**config.mk**
```make
export PLATFORM = sky130hd
export DESIGN_NAME = capture_window
export DESIGN_NICKNAME = d
export VERILOG_FILES = /design/src/rtl/capture_window_pkg.sv /design/src/rtl/capture_window_ctrl.sv /design/src/rtl/capture_window_dp.sv /design/src/rtl/capture_window.sv
export SDC_FILE = /design/constraint.sdc
export NUM_CORES = 1
export LEC_CHECK = 0
export ABC_AREA = 1
export ABC_CLOCK_PERIOD_IN_PS = 2300
export BUFFER_PORTS_ARGS = -buffer_cell sky130_fd_sc_hd__buf_2
export CAP_MARGIN = 20
export CORE_MARGIN = 10
export CORE_UTILIZATION = 27
export CTS_BUF_LIST = sky130_fd_sc_hd__clkbuf_16
export CTS_CLUSTER_DIAMETER = 30
export DETAILED_ROUTE_END_ITERATION = 10
export GPL_TIMING_DRIVEN = 0
export PLACE_DENSITY_LB_ADDON = 0.08
export SLEW_MARGIN = 40
export SYNTH_ARGS = -nofsm -noshare
export SYNTH_HDL_FRONTEND = slang
export SYNTH_SLANG_ARGS = --single-unit
```
**constraint.sdc**
```tcl
create_clock -name clk -period 2.3 [get_ports clk]
set_input_delay 0.69 -clock clk [delete_from_list [all_inputs] [get_ports clk]]
set_output_delay 0.69 -clock clk [all_outputs]
set_load 0.01 [all_outputs]
```
**src/rtl/capture_window_pkg.sv**
```systemverilog
package capture_window_pkg;

  typedef struct packed {
    logic latchCfg;  // frame/field boundary: capture window settings
    logic useOdd;    // odd-field vertical start applies
    logic pixel;     // this cycle carries a countable pixel
  } ctrlStrobe_t;

endpackage

```
**src/rtl/capture_window_ctrl.sv**
```systemverilog
module capture_window_ctrl
  import capture_window_pkg::*;
#(
  parameter int CW = 15
) (
  input  logic          clk,
  input  logic          rstN,
  input  logic          pixValid,
  input  logic          hSync,
  input  logic          vSync,
  input  logic          fieldOdd,
  input  logic          interlaced,
  output ctrlStrobe_t   strb,
  output logic [CW-1:0] hCnt,
  output logic [CW-1:0] lineCnt,
  output logic          lineOk,
  output logic          frameOk
);

  localparam logic [CW-1:0] CntMax = {CW{1'b1}};

  always_comb begin
    strb.latchCfg = vSync;
    strb.useOdd   = interlaced & fieldOdd;
    strb.pixel    = pixValid & ~hSync & ~vSync;
  end

  always_ff @(posedge clk or negedge rstN) begin
    if (!rstN) begin
      hCnt    <= '0;
      lineCnt <= '0;
      lineOk  <= 1'b0;
      frameOk <= 1'b0;
    end else if (vSync) begin
      hCnt    <= '0;
      lineCnt <= '0;
      lineOk  <= 1'b0;
      frameOk <= 1'b1;
    end else if (hSync) begin
      hCnt   <= '0;
      lineOk <= 1'b1;
      if (lineOk && lineCnt != CntMax) lineCnt <= lineCnt + 1'b1;
    end else if (pixValid && hCnt != CntMax) begin
      hCnt <= hCnt + 1'b1;
    end
  end

endmodule

```
**src/rtl/capture_window_dp.sv**
```systemverilog
module capture_window_dp
  import capture_window_pkg::*;
#(
  parameter int CW = 15,
  parameter int DW = 12
) (
  input  logic          clk,
  input  logic          rstN,
  input  ctrlStrobe_t   strb,
  input  logic [CW-1:0] hCnt,
  input  logic [CW-1:0] lineCnt,
  input  logic          lineOk,
  input  logic          frameOk,
  input  logic [DW-1:0] pixIn,
  input  logic [CW-1:0] cfgHStart,
  input  logic [CW-1:0] cfgHSize,
  input  logic [CW-1:0] cfgVStartEven,
  input  logic [CW-1:0] cfgVStartOdd,
  input  logic [CW-1:0] cfgVSize,
  output logic          outValid,
  output logic [DW-1:0] pixOut,
  output logic          outLineStart,
  output logic          outLineEnd,
  output logic          cfgError
);

  localparam int EW = CW + 1;
  localparam int AlignBits = 4;

  logic [EW-1:0] hStartS, hEndS, vStartS, vEndS;
  logic [CW-1:0] vStartSel;
  logic          inH, inV, take;

  assign vStartSel = strb.useOdd ? cfgVStartOdd : cfgVStartEven;

  always_ff @(posedge clk or negedge rstN) begin
    if (!rstN) begin
      hStartS  <= '0;
      hEndS    <= '0;
      vStartS  <= '0;
      vEndS    <= '0;
      cfgError <= 1'b0;
    end else if (strb.latchCfg) begin
      hStartS  <= {1'b0, cfgHStart};
      hEndS    <= {1'b0, cfgHStart} + {1'b0, cfgHSize};
      vStartS  <= {1'b0, vStartSel};
      vEndS    <= {1'b0, vStartSel} + {1'b0, cfgVSize};
      cfgError <= |cfgHSize[AlignBits-1:0];
    end
  end

  always_comb begin
    inH  = ({1'b0, hCnt} >= hStartS) && ({1'b0, hCnt} < hEndS);
    inV  = ({1'b0, lineCnt} >= vStartS) && ({1'b0, lineCnt} < vEndS);
    take = strb.pixel && frameOk && lineOk && !cfgError && inH && inV;
  end

  always_ff @(posedge clk or negedge rstN) begin
    if (!rstN) begin
      outValid     <= 1'b0;
      outLineStart <= 1'b0;
      outLineEnd   <= 1'b0;
      pixOut       <= '0;
    end else begin
      outValid     <= take;
      outLineStart <= take && ({1'b0, hCnt} == hStartS);
      outLineEnd   <= take && ({1'b0, hCnt} + 1'b1 == hEndS);
      pixOut       <= pixIn;
    end
  end

endmodule

```
**src/rtl/capture_window.sv**
```systemverilog
module capture_window
  import capture_window_pkg::*;
#(
  parameter int CW = 15,
  parameter int DW = 12
) (
  input  logic          clk,
  input  logic          rstN,
  input  logic          pixValid,
  input  logic          hSync,
  input  logic          vSync,
  input  logic          fieldOdd,
  input  logic [DW-1:0] pixIn,
  input  logic          interlaced,
  input  logic [CW-1:0] cfgHStart,
  input  logic [CW-1:0] cfgHSize,
  input  logic [CW-1:0] cfgVStartEven,
  input  logic [CW-1:0] cfgVStartOdd,
  input  logic [CW-1:0] cfgVSize,
  output logic          outValid,
  output logic [DW-1:0] pixOut,
  output logic          outLineStart,
  output logic          outLineEnd,
  output logic          cfgError
);

  ctrlStrobe_t   strb;
  logic [CW-1:0] hCnt, lineCnt;
  logic          lineOk, frameOk;

  capture_window_ctrl #(.CW(CW)) u_ctrl (
    .clk(clk), .rstN(rstN), .pixValid(pixValid), .hSync(hSync), .vSync(vSync),
    .fieldOdd(fieldOdd), .interlaced(interlaced), .strb(strb), .hCnt(hCnt),
    .lineCnt(lineCnt), .lineOk(lineOk), .frameOk(frameOk)
  );

  capture_window_dp #(.CW(CW), .DW(DW)) u_dp (
    .clk(clk), .rstN(rstN), .strb(strb), .hCnt(hCnt), .lineCnt(lineCnt),
    .lineOk(lineOk), .frameOk(frameOk), .pixIn(pixIn), .cfgHStart(cfgHStart),
    .cfgHSize(cfgHSize), .cfgVStartEven(cfgVStartEven), .cfgVStartOdd(cfgVStartOdd),
    .cfgVSize(cfgVSize), .outValid(outValid), .pixOut(pixOut),
    .outLineStart(outLineStart), .outLineEnd(outLineEnd), .cfgError(cfgError)
  );

endmodule

```
# Word-level counts from Yosys, hierarchy flattened
# Index checks and enable logic that the tools add are counted.
[totals] ff_bits=110 input_bits=94 out_inout_bits=16 wordCells=57
[classes] n_addsub=5 n_lt_le_gt_ge=4 n_eq_ne=4 muxes=9 bitwise_logic=5 n_reduce_logical=17
[ops] cell="2-to-1 mux 15 bit" count=7
[ops] cell="adder 15 x 15 -> 16 bit" count=2
[ops] cell="< comparator 15 x 16 -> 1 bit" count=2
[ops] cell="adder 15 x 1 -> 15 bit, second input constant" count=2
[ops] cell="greater-or-equal comparator 15 bit" count=2
[ops] cell="inequality test 15 bit, second input constant" count=2
[ops] cell="adder 15 x 1 -> 16 bit, second input constant" count=1
[ops] cell="== test 16 bit" count=1
[ops] cell="== test 15 bit" count=1
[ops] cell="logical AND 1 bit" count=11
[ops] cell="nonzero test 2 bit" count=2
[ops] cell="OR reduction 4 bit" count=1
[ops] cell="AND 1 bit" count=3
[ops] cell="nonzero test 3 bit" count=1
[ops] cell="2-to-1 mux 1 bit" count=2
[ops] cell="inverter 1 bit" count=2
[ops] cell="AND reduction 2 bit" count=1
[ops] cell="logical NOT 1 bit" count=1

# Logic depth before layout (Yosys ltp)
[depth] depth_word=9 depth_mapped=18 depth_no_buf=17

# Modules after synthesis
# A second synthesis with hierarchy kept.
[hier_totals] hier_cells=1159 hier_area_um2=8400.6
[modules_own_cells] module="capture_window_dp" n_inst=1 cells_per_inst=866 area_each_um2=6378.6
[modules_own_cells] module="capture_window_ctrl" n_inst=1 cells_per_inst=293 area_each_um2=2021.9

# Worst setup path before layout
# No wires, ideal clock.
[synth_timing] path_type="input-to-reg" start="in interlaced" end="reg u_dp.vEndS[14]" setup_time_ns=0.132 arrival_time_ns=2.710 required_time_ns=2.168 path_slack_ns=-0.543 path_stages=18 n_path_buf=1 path_cell_list="nand2_1 > buf_2 > nand2_1 > nand2_1 > ha_1 > inv_1 > fa_1 > inv_1 > nand3_1 > nand2_1 > nand2_1 > nand2_1 > nand2_1 > or2_2 > nand2_1 > nand2_1 > nand3_1 > o21ai_0"
[synth_between] elab_chain_cells=3
[synth_lines] item="start, declared" line="capture_window.sv:14" source="input logic interlaced,"
[synth_lines] item="AND 1 bit" line="capture_window_ctrl.sv:24" source="strb.useOdd = interlaced & fieldOdd;"
[synth_lines] item="2-to-1 mux 15 bit" line="capture_window_dp.sv:34" source="assign vStartSel = strb.useOdd ? cfgVStartOdd : cfgVStartEven;"
[synth_lines] item="via u_dp.vStartSel[0]" line="capture_window_dp.sv:31" source="logic [CW-1:0] vStartSel;"
[synth_lines] item="adder 15 x 15 -> 16 bit" line="capture_window_dp.sv:47" source="vEndS <= {1'b0, vStartSel} + {1'b0, cfgVSize};"
[synth_lines] item="end signal, assigned" line="capture_window_dp.sv:47"
[synth_lines] item="end, declared" line="capture_window_dp.sv:30" source="logic [EW-1:0] hStartS, hEndS, vStartS, vEndS;"
# The timed path passes the listed nets, and every way through them passes these cells.
# A chain may end at the register's enable or synchronous reset.

# Worst setup path in the final report
[layout_timing] start="in interlaced" end="reg u_dp.vEndS[12]"
# The elaborated chain is that of the path after synthesis.

==> flow_summary_export.csv <==
group,metric,value,unit
power,comb_power_share,26.9,%
clock_tree,clk_pin_slew,0.08,ns
power,p_seq_share,40.3,%
clock_tree,cts.sink_count,110,
clock_tree,clk_latency,0.36,ns
layout,multi_input_area,0.00486,mm^2
drt,wl_per_cell,17.0,um
critical_path,path_max_fanout,7,
synthesis,syn-cell-area,0.00783,mm^2
status,violations,"setup timing",
synthesis,synth_fp_nets,1210,
clock_tree,cts_max_level,3,
power,p_clk_share,32.8,%
layout,final_layout_size_suffix_gt1_share,20.3,%
synthesis,muxShareOfSynthArea,1.87,%
critical_path,crit_slowest_cell,"mux2_2",
layout,final_common_cell,"nand2_1",
die,die_y,190,um
layout,syn2layout_area_growth,25.2,%
clock_tree,cts-hold-fix-buffers,0,
die,core_area,0.0286,mm^2
power,p_per_area,554,mW/mm^2
synthesis,yosysSeqAreaShare,35.2,%
synthesis,synth_edf_count,0,
timing,timing.final.ws_setup,-0.0412,ns
critical_path,cpMostUsedCell,"nand3_2",
status,status,"finished with violations",
die,die_area,0.0362,mm^2
global_routing,grt_max_degree,59,
critical_path,startpoint_type,"input pin",
clock_tree,clockBufferDepth,2,
synthesis,synth-main-ff-cell,"dfrtp_1",
critical_path,cp-end-kind,"flop",
critical_path,arrival,2.57,ns
global_routing,grt_remaining_overflow,0,
critical_path,reg2reg_from,"u_ctrl.hCnt[13]",
power,p_sw,0.00176,W
synthesis,ys_types,43,
critical_path,worst-path-buf-inv,2,
drt,drt_first_pass_iters,5,
layout,layout.area.seq,0.00275,mm^2
placed_design,hpwl,20900,um
global_routing,antenna_found_initial,1,
synthesis,synth_top_family_by_area,"simple AND/OR/NAND/NOR gates",
drt,post-route-drc-count,0,
synthesis,synth_xor_area_share,3.45,%
layout,fillerInstances,3045,
synthesis,synthCells,1023,
critical_path,max_stage_delay,0.37,ns
layout,layout_common_cells,"nand2_1 (231), inv_1 (128), dfrtp_1 (110), buf_2 (107), o21ai_0 (79)",
timing,finalHoldViolations,0,
timing,rsz0062_at_grt,"true",
synthesis,yosys_warnings,0,
drt,drt_wl_total,26400,um
timing,slew_violations,0,
timing,fin_crit,2.34,ns
run,drv_cap,0,
power,switching_share,32.5,%
synthesis,synth-simple-area-share,24.5,%
timing,slew_headroom,44.9,%
global_routing,grt_first_pass_wirelength,41000,um
timing,skew,0.00968,ns
synthesis,synth-compound-area-share,12.4,%
die,initial_core_util,27.4,%
drt,drtAntennaViolNets,0,
drt,vias,7182,
timing,holdWs,0.248,ns
placed_design,gp_congestion,0.826,
power,internal_power,0.00367,W
critical_path,worstPathCellList,"buf_8, nand2_8, buf_12, mux2_2, ha_4, a21o_1, a21oi_2, nand3_2, or2_2, nand3_2, o21ai_1",
hold_path,hold_class,"in -> async",
timing,period_share,102,%
die,num_rows,62,
power,vdd_drop_max,0.000421,V
clock_tree,cts-root-buf,"clkbuf_16",
synthesis,ys_ff_latch,110,
die,die_w,190,um
timing,setup_violations,2,
placed_design,place.port_buffers,109,
global_routing,gr-usage-all-layers,14.5,%
synthesis,yosys.area_share.adder,15.1,%
global_routing,grt_pass1_vias,7433,
synthesis,ys_async_sr_fraction,100,%
clock_tree,cts_tree,"yes",
synthesis,post_synth.cell_area_avg,7.65,um^2
drt,viasPerCell,4.62,
critical_path,path_class,"in -> reg",
layout,final_net_count,1352,
critical_path,worstSetupStartpoint,"interlaced",
drt,drt_iter0_markers,368,
timing,tightest_slew,0.826,ns
timing,tns,-0.0549,ns
die,pin_count,110,
critical_path,required,2.53,ns
timing,fmax,427,MHz
power,p_leak,4.79,nW
critical_path,crit_family,"simple AND/OR/NAND/NOR gates",
clock_tree,numCtsBuffers,9,
-- final cells by class --
type | count | share of cell area, %
tap | 384 | 4.90
timing repair buffer | 131 | 7.92
clock buffer | 9 | 2.30
inverter | 132 | 5.05
antenna | 1 | 0.0255
multi-input combinational | 761 | 49.6
buffer | 20 | 1.14
clock inverter | 7 | 0.970
sequential | 110 | 28.1
-- state kept, by name, indices dropped and copies added (netlist names), 12 cells and up --
signal	flops
u_dp.hEndS	16
u_dp.vEndS	16
u_ctrl.hCnt	15
u_ctrl.lineCnt	15
u_dp.hStartS	15
u_dp.vStartS	15
u_dp.pixOut	12
-- routing by layer --
layer	vias to the layer above	part of all wire, %	track usage, %
met5	-	0	0
met4	0	1.7	4.45
met3	26	2.1	1.61
met2	114	50	25.4
met1	3360	46	18.4
li1	3682	-	-
-- worst register-to-register path: cells and delay by family (launching register included) --
kind | cells | cell delay (ns)
flops | 1 | 0.49
compound gates | 1 | 0.26
simple gates | 7 | 0.66
buf+inv | 2 | 0.20
fa+ha+maj | 1 | 0.37
-- path summary, 6_finish.rpt --
path	depth (start not counted)	slack [ns]	to
max	11	-0.04	u_dp.vEndS[12]
min	1	0.25	u_dp.pixOut[5]
max reg2reg	11	0.26	u_dp.outLineEnd
min reg2reg	2	0.46	u_ctrl.frameOk
max in group asynchronous	2	1.37	u_dp.vStartS[8]
min in group clk	1	0.42	u_dp.pixOut[6]
-- Yosys cell counts, drive strengths merged, types with 3 or more instances --
master / count / area (um^2)
a21o: 3 / 22.5
buf: 7 / 47.5
nor2: 82 / 330
inv: 132 / 495
a21oi: 63 / 315
nand2: 249 / 945
dfrtp: 110 / 2750
o31ai: 3 / 22.5
mux2: 13 / 146
xor2: 13 / 114
nand4: 20 / 125
nor3: 13 / 65.1
ha: 91 / 1140
nor3b: 4 / 40.0
nand3: 70 / 360
o21ai: 89 / 445
nand3b: 3 / 22.5
xnor2: 10 / 87.6
a31oi: 6 / 37.5
o22ai: 12 / 75.1
o21a: 3 / 22.5
clkbuf: 13 / 48.8
-- power groups by stage --
stage | Combinational, W | Clock [W] | Sequential, W
after floorplan | 0.000856 | 0 | 0.00221
after global placement | 0.00131 | 0 | 0.00222
after detailed placement | 0.00132 | 0 | 0.00223
after CTS | 0.00141 | 0.00183 | 0.00219
after global routing | 0.00167 | 0.00190 | 0.00221
final | 0.00146 | 0.00178 | 0.00219
-- through the flow --
| step | util, % | total power, W | instances | worst slack (ns) | instance area (um^2) |
|---|---|---|---|---|---|
| after floorplan | - | 0.00306 | 1023 | -0.172 | 7960 |
| after global placement | 31.4 | 0.00353 | 1516 | -1.10 | 8990 |
| after detailed placement | 31.5 | 0.00355 | 1517 | -0.714 | 9020 |
| after CTS | 33.6 | 0.00543 | 1547 | -0.0677 | 9620 |
| after global routing | 34.3 | 0.00578 | 1555 | -0.127 | 9800 |
| final | 34.3 | 0.00543 | 1555 | -0.0412 | 9800 |
-- cell families after synthesis --
kind of cell,count (synthesis)
simple gates,446
compound gates,183
buf+inv,152
flops,110
fa+ha+maj,93
xor+xnor,26
mux,13
-- what timing repair did --
item,in CTS,in global routing
resized for setup,42,32
cloned,1,0
buffers inserted,13,8
pin swaps,12,9
endpoints found under the setup margin,8,21
Note: power is estimated with default switching activity, not from simulation.
